===== config.mk =====
export PLATFORM = sky130hd
export DESIGN_NAME = rf_wbr_regfile
export DESIGN_NICKNAME = d
export VERILOG_FILES = /design/src/rtl/rf_pkg.sv /design/src/rtl/rf_wr_decode.sv /design/src/rtl/rf_store.sv /design/src/rtl/rf_rdport.sv /design/src/rtl/rf_wbr_regfile.sv
export SDC_FILE = /design/constraint.sdc
export NUM_CORES = 2
export LEC_CHECK = 0
export BUFFER_PORTS_ARGS = -buffer_cell sky130_fd_sc_hd__buf_2
export CAP_MARGIN = 10
export CORE_ASPECT_RATIO = 1.5
export CORE_MARGIN = 1.5
export CORE_UTILIZATION = 55
export CTS_CLUSTER_DIAMETER = 100
export CTS_CLUSTER_SIZE = 40
export DETAILED_ROUTE_END_ITERATION = 6
export HOLD_SLACK_MARGIN = 0.03
export PLACE_DENSITY = 0.71
export SLEW_MARGIN = 30
export SYNTH_ARGS = -nofsm -noshare
export SYNTH_HDL_FRONTEND = slang
export SYNTH_SLANG_ARGS = --single-unit

===== constraint.sdc =====
create_clock -name clk -period 7.1 [get_ports clk]
set_input_delay 1.42 -clock clk [delete_from_list [all_inputs] [get_ports clk]]
set_output_delay 1.42 -clock clk [all_outputs]
set_load 0.01 [all_outputs]

===== src/rtl/rf_pkg.sv =====
package rf_pkg;
    localparam int unsigned RF_DEF_NREGS = 32;
    localparam int unsigned RF_DEF_DW    = 32;
    localparam int unsigned RF_NUM_RD    = 2;
endpackage


===== src/rtl/rf_wr_decode.sv =====
module rf_wr_decode #(
    parameter int unsigned NREGS = 32,
    localparam int unsigned AW   = $clog2(NREGS)
) (
    input  logic             wr_en,
    input  logic [AW-1:0]    wr_addr,
    output logic [NREGS-1:0] wr_sel
);
    always_comb begin
        wr_sel = '0;
        for (int unsigned i = 1; i < NREGS; i++) begin
            wr_sel[i] = wr_en && (wr_addr == AW'(i));
        end
    end
endmodule


===== src/rtl/rf_store.sv =====
module rf_store #(
    parameter int unsigned NREGS = 32,
    parameter int unsigned DW    = 32
) (
    input  logic                      clk,
    input  logic                      rst_n,
    input  logic [NREGS-1:0]          wr_sel,
    input  logic [DW-1:0]             wr_data,
    output logic [NREGS-1:0][DW-1:0]  regs
);
    typedef struct packed {
        logic [NREGS-1:0][DW-1:0] ent;
    } store_t;

    store_t st_d, st_q;

    always_comb begin
        st_d = st_q;
        for (int unsigned i = 1; i < NREGS; i++) begin
            if (wr_sel[i]) begin
                st_d.ent[i] = wr_data;
            end
        end
        st_d.ent[0] = '0;
    end

    always_ff @(posedge clk or negedge rst_n) begin
        if (!rst_n) begin
            st_q <= '0;
        end else begin
            st_q <= st_d;
        end
    end

    assign regs = st_q.ent;
endmodule


===== src/rtl/rf_rdport.sv =====
module rf_rdport #(
    parameter int unsigned NREGS = 32,
    parameter int unsigned DW    = 32,
    localparam int unsigned AW   = $clog2(NREGS)
) (
    input  logic [NREGS-1:0][DW-1:0] regs,
    input  logic [AW-1:0]            rd_addr,
    input  logic                     wr_en,
    input  logic [AW-1:0]            wr_addr,
    input  logic [DW-1:0]            wr_data,
    output logic [DW-1:0]            rd_data
);
    logic fwd_hit;

    always_comb begin
        fwd_hit = wr_en && (wr_addr == rd_addr) && (rd_addr != '0);
        if (fwd_hit) begin
            rd_data = wr_data;
        end else begin
            rd_data = regs[rd_addr];
        end
    end
endmodule


===== src/rtl/rf_wbr_regfile.sv =====
module rf_wbr_regfile
    import rf_pkg::*;
#(
    parameter int unsigned NREGS = RF_DEF_NREGS,
    parameter int unsigned DW    = RF_DEF_DW,
    localparam int unsigned AW   = $clog2(NREGS)
) (
    input  logic          clk,
    input  logic          rst_n,
    input  logic [AW-1:0] rd_addr_a,
    output logic [DW-1:0] rd_data_a,
    input  logic [AW-1:0] rd_addr_b,
    output logic [DW-1:0] rd_data_b,
    input  logic          wr_en,
    input  logic [AW-1:0] wr_addr,
    input  logic [DW-1:0] wr_data
);
    logic [NREGS-1:0]          wr_sel;
    logic [NREGS-1:0][DW-1:0]  regs;
    logic [RF_NUM_RD-1:0][AW-1:0] rd_addr_v;
    logic [RF_NUM_RD-1:0][DW-1:0] rd_data_v;

    assign rd_addr_v[0] = rd_addr_a;
    assign rd_addr_v[1] = rd_addr_b;
    assign rd_data_a    = rd_data_v[0];
    assign rd_data_b    = rd_data_v[1];

    rf_wr_decode #(.NREGS(NREGS)) u_dec (
        .wr_en   (wr_en),
        .wr_addr (wr_addr),
        .wr_sel  (wr_sel)
    );

    rf_store #(.NREGS(NREGS), .DW(DW)) u_store (
        .clk     (clk),
        .rst_n   (rst_n),
        .wr_sel  (wr_sel),
        .wr_data (wr_data),
        .regs    (regs)
    );

    for (genvar p = 0; p < RF_NUM_RD; p++) begin : g_rd
        rf_rdport #(.NREGS(NREGS), .DW(DW)) u_rd (
            .regs    (regs),
            .rd_addr (rd_addr_v[p]),
            .wr_en   (wr_en),
            .wr_addr (wr_addr),
            .wr_data (wr_data),
            .rd_data (rd_data_v[p])
        );
    end
endmodule


## Word-level counts from Yosys, hierarchy flattened

Cells that the tools add are included.

- Register bits: 992
- Output and inout bits: 64
- Word-level logic and storage cells: 109

- Order comparisons: 2
- Eq/ne operators: 33
- Mux-type cells: 6
- Reductions and logical operators: 37

Operators with widths:

| kind | count |
|---|---|
| binary-select mux 32 bit (select 5 bit) | 2 |
| 2-to-1 mux 32 bit | 4 |
| == test 5 bit (second input constant) | 16 |
| == test 5 x 4 -> 1 bit (second input constant) | 8 |
| logical AND 1 bit | 35 |
| == test 5 x 3 -> 1 bit (second input constant) | 4 |
| less-than comparator 5 x 6 -> 1 bit (second input constant) | 2 |
| == test 5 x 2 -> 1 bit (second input constant) | 2 |
| == test 5 bit | 2 |
| nonzero test 5 bit | 2 |
| == test 5 x 1 -> 1 bit (second input constant) | 1 |

## Depth between registers and ports, before layout

- Word-level depth: 4
- Gate-level depth with buffers: 9
- Depth with buffers taken out: 5

## Cells and area by module

A second synthesis with hierarchy kept.

- Cells, all modules: 3823
- Area, all modules: 57528.9 um2

Modules (own cells, without submodules):

| module | times used | cells an instance | area an instance (um2) | seq. area each (um2) |
|---|---|---|---|---|
| rf_store | 1 | 2237 | 39451.6 | 24823.8 |
| rf_rdport | 2 | 769 | 8919.8 | 0.0 |
| rf_wr_decode | 1 | 48 | 237.7 | 0.0 |

## Worst setup path before layout

Ideal clock, no wire load.

- Path kind: in2out
- Start point: input rd_addr_b[0]
- End point: output rd_data_b[11]
- Data arrival time: 2.929 ns
- Path slack: 2.751 ns
- Stages on the path: 6
- Path buffers: 2
- Cells stage by stage: buf_2 -> buf_2 -> mux4_2 -> a22o_1 -> a211oi_1 -> o31ai_1

- Longest elaborated chain between the ends: 4
- Elaborated cells on any way between the ends: 7
- Those cells by class: 1 x eq/ne; 3 x mux; 3 x reduce/logical

RTL lines:

| what | RTL line | text |
|---|---|---|
| from (decl) | rf_wbr_regfile.sv:12 | `input logic [AW-1:0] rd_addr_b,` |
| branches (longest 3 deep; another with binary-select mux 32 bit (select 5 bit)) | - |  |
| 2-to-1 mux 32 bit (*) | rf_rdport.sv:17 | `if (fwd_hit) begin` |
| to (decl) | rf_wbr_regfile.sv:13 | `output logic [DW-1:0] rd_data_b,` |

Every way passes the cells marked *. The select of a mux whose other input is x is not followed.

## Worst setup path in the final report

- Start point: input rd_addr_a[2]
- End point: output rd_data_a[7]

- Longest elaborated chain between the ends: 4
- Elaborated cells on any way between the ends: 7
- Those cells by class: 1 x eq/ne; 3 x mux; 3 x reduce/logical

RTL lines:

| what | RTL line | text |
|---|---|---|
| from (decl) | rf_wbr_regfile.sv:10 | `input logic [AW-1:0] rd_addr_a,` |
| branches (longest 3 deep; another with binary-select mux 32 bit (select 5 bit)) | - |  |
| 2-to-1 mux 32 bit (*) | rf_rdport.sv:17 |  |
| to (decl) | rf_wbr_regfile.sv:11 | `output logic [DW-1:0] rd_data_a,` |

Marks and branches as above.

==> impl_metrics.toml <==
[synthesis]
synthTopCellsByArea = "dfrtp_1 46%, mux2_2 22%, mux4_2 17%"
synth_top_cell_area_share_pct = 46.4
ys.flop_type = "dfrtp_1"
synth_fp_nets = 3756
synth_adder_area_share_pct = 0
synthMostInstantiatedCell = "mux2_2"
yosys.area_share.simple_pct = 2.22
synth_cell_types = 44
synthXorXnorAreaFrac_pct = 0.131
synth_top_family_by_area = "multiplexers"
ys_async_sr_fraction_pct = 100
synth_edf_count = 0
syn_area_sq_um = 53500
yosysWarningCount = 0
yosys-top-cells-count = "1062 x mux2_2, 992 x dfrtp_1, 399 x mux4_2, 172 x buf_2, 168 x clkbuf_1"
ys_seq_area_share_pct = 46.4
synthMuxAreaShare_pct = 41.3
avgSynthCellArea_sq_um = 14.4
yosysTopAreaCell = "dfrtp_1"
ys_ff_latch = 992
syn_inst = 3706
synth-compound-area-share_pct = 6.15

[worst_setup_path]
crit_required_ns = 5.68
rr_startpoint = "u_store.regs[73]"
start_kind = "input pin"
critPathKind = "in -> out"
critPathArrivalTime_ns = 4.43
cp_max_fo = 39
rr_worst_depth = 1
cp-end-kind = "primary output"
r2r-end = "u_store.regs[73]"
reg2reg_slack_ns = 6.27

[sta]
hold_viol = 0
setup-violations-final = 0
max_clock_freq_mhz = 171
slew_violations = 0
timing.slew.headroom_pct = 32.9
period_minus_slack_ns = 5.85
fin_tns_setup_ns = 0
rsz0062_at_grt = "false"
worstMarginPinSlew_ns = 1.00
fin_worst_skew_ns = 0
period_share_pct = 82.4
timing.final.ws_setup_ns = 1.25

[min_path]
hold_path_end = "u_store.regs[1018]"
hold_depth = 1
worstHoldStart = "u_store.regs[1018]"
hold_class = "reg -> reg"

[job]
drv_cap = 0

[power]
total_power_w = 0.0136
ir_worst_vdd_mv = 0.205
power.leakage_nw = 23.8
power_density_nw_per_um2 = 243

[clock_tree]
post_cts_buffers = 0
clock_path_buffers = 3
root_buffer = "clkbuf_16"
clkLatencyLatePin_ns = 0.69
cts_buffers = 30
cts_tree = "done"
htree_levels = 1
clock-sinks = 992
clk_pin_slew_ns = 0.15
cts_resized = 0
ctsHoldBuffers = 0

[floorplanning]
start_util_pct = 55.3
row_count = 140
die_h_microns = 385
num_io_pins = 114
core_area_sq_um = 96900
die-area_sq_um = 99300
die_w_microns = 258

[routing]
vias = 34600
postRouteAntennaNets = 0
remaining_drc_errors = 0
drt_first_pass_iters = 5
wl_per_cell_microns = 33.4
routed_wl_microns = 162000
drt_iter0_markers = 3076
viasPerCell = 7.13

[global_route]
antenna_found_initial = 10
grt.overflow.total = 0
grt_pass1_vias = 35900
use_met3_pct = 4.97
met2_usage_pct = 54.7
grtUsageTotal_pct = 33.0
grt_max_degree = 178
grt-busiest-layer = "met2"
grt_pass1_wl_microns = 241000
use_met1_pct = 42.6

[place]
place_ws_ns = 1.39
place_area_sq_um = 55000
io_buffers = 113
dp_hpwl_microns = 99800
place_congestion = 0.856

[finish]
nets = 3609
drive_above_1_share_pct = 50.0
finalInstanceArea_sq_um = 56100
area_growth_syn_to_layout_pct = 4.75
largest_reg_flops = 992
fillers = 7667

[outcome]
outcome = "finished, final reports clean"
-- critical path: stages --
cell and delay, ns:
buf_4 0.53, or2_2 0.81, buf_4 0.38, o22ai_1 0.12, o21ai_0 0.47, o21ai_0 0.31, o21ai_1 0.19, buf_2 0.16
-- where the power goes --
| part | switching [W] | internal (W) |
|---|---|---|
| Sequential | 0.000797 | 0.00674 |
| Combinational | 0.00140 | 0.00201 |
| Clock | 0.00177 | 0.000917 |
-- routing by layer --
layer	vias up	wire, microns
li1	13900	-
met1	18600	61300
met2	1549	79400
met3	487	11800
met4	12	9590
met5	-	74
-- worst max-delay path by stage --
| stage | startpoint | to | slack [ns] | cells after the start |
|---|---|---|---|---|
| after CTS | rd_addr_a[2] | rd_data_a[7] | 1.39 | 8 |
| after global routing | rd_addr_a[2] | rd_data_a[9] | 1.27 | 8 |
| after detailed placement | rd_addr_a[2] | rd_data_a[7] | 1.39 | 8 |
| after floorplan | rd_addr_b[0] | rd_data_b[11] | 2.75 | 6 |
| final | rd_addr_a[2] | rd_data_a[7] | 1.25 | 8 |
| after global placement | rd_addr_b[0] | rd_data_b[15] | 1.37 | 9 |
-- cell usage in the layout (no fill, tap or decap), types with 4 or more instances in the layout --
master,synthesis,routed
mux2_2,1062,1062
dfrtp_1,992,992
mux4_2,399,399
buf_2,172,105
o21ai_0,101,101
buf_4,26,98
nand2_1,102,90
o22ai_1,80,80
a22oi_1,60,60
mux2_1,58,58
mux2i_1,52,52
a221oi_1,49,49
a22o_1,48,48
nor2_1,48,34
nor3_1,33,33
nand3_1,33,32
clkbuf_16,0,31
o31ai_1,18,18
o21bai_1,17,17
o22a_1,17,17
a21oi_1,17,17
o221ai_1,17,17
a211oi_1,17,17
o211ai_1,15,15
buf_12,0,15
nor2_4,0,12
nand2_2,0,11
o21ai_1,9,9
xnor2_1,8,8
nor2b_4,0,8
buf_8,0,6
nand2b_2,0,5
diode_2,0,4
nand2b_1,9,4
nor3_4,0,4
buf_16,0,4
-- stage by stage --
step                hold slack [ns]  std cells  util, %
CTS                           0.525       4845     57.8
global route                  0.544       4848     57.9
floorplan                     0.470       3706        -
global placement              0.481       4800     56.8
detailed placement            0.492       4802     56.8
finish                        0.525       4852     57.9
-- kinds of logic after synthesis --
family,after synthesis
multiplexers,1571
buffers and inverters,409
AO/OA/AOI/OAI,469
AND/OR/NAND/NOR,257
XOR/XNOR,8
flip-flops,992
-- cell type report --
| type | count | area, sq um | share of cell area [%] |
|---|---|---|---|
| antenna | 4 | 10.0 | 0.0178 |
| inverter | 2 | 7.51 | 0.0134 |
| sequential | 992 | 24800 | 44.3 |
| clock inverter | 8 | 144 | 0.257 |
| tap | 1278 | 1600 | 2.85 |
| multi-input combinational | 2305 | 26900 | 48.0 |
| clock buffer | 35 | 811 | 1.45 |
| timing repair buffer | 228 | 1760 | 3.14 |
Power figures use the tool's default switching activity.
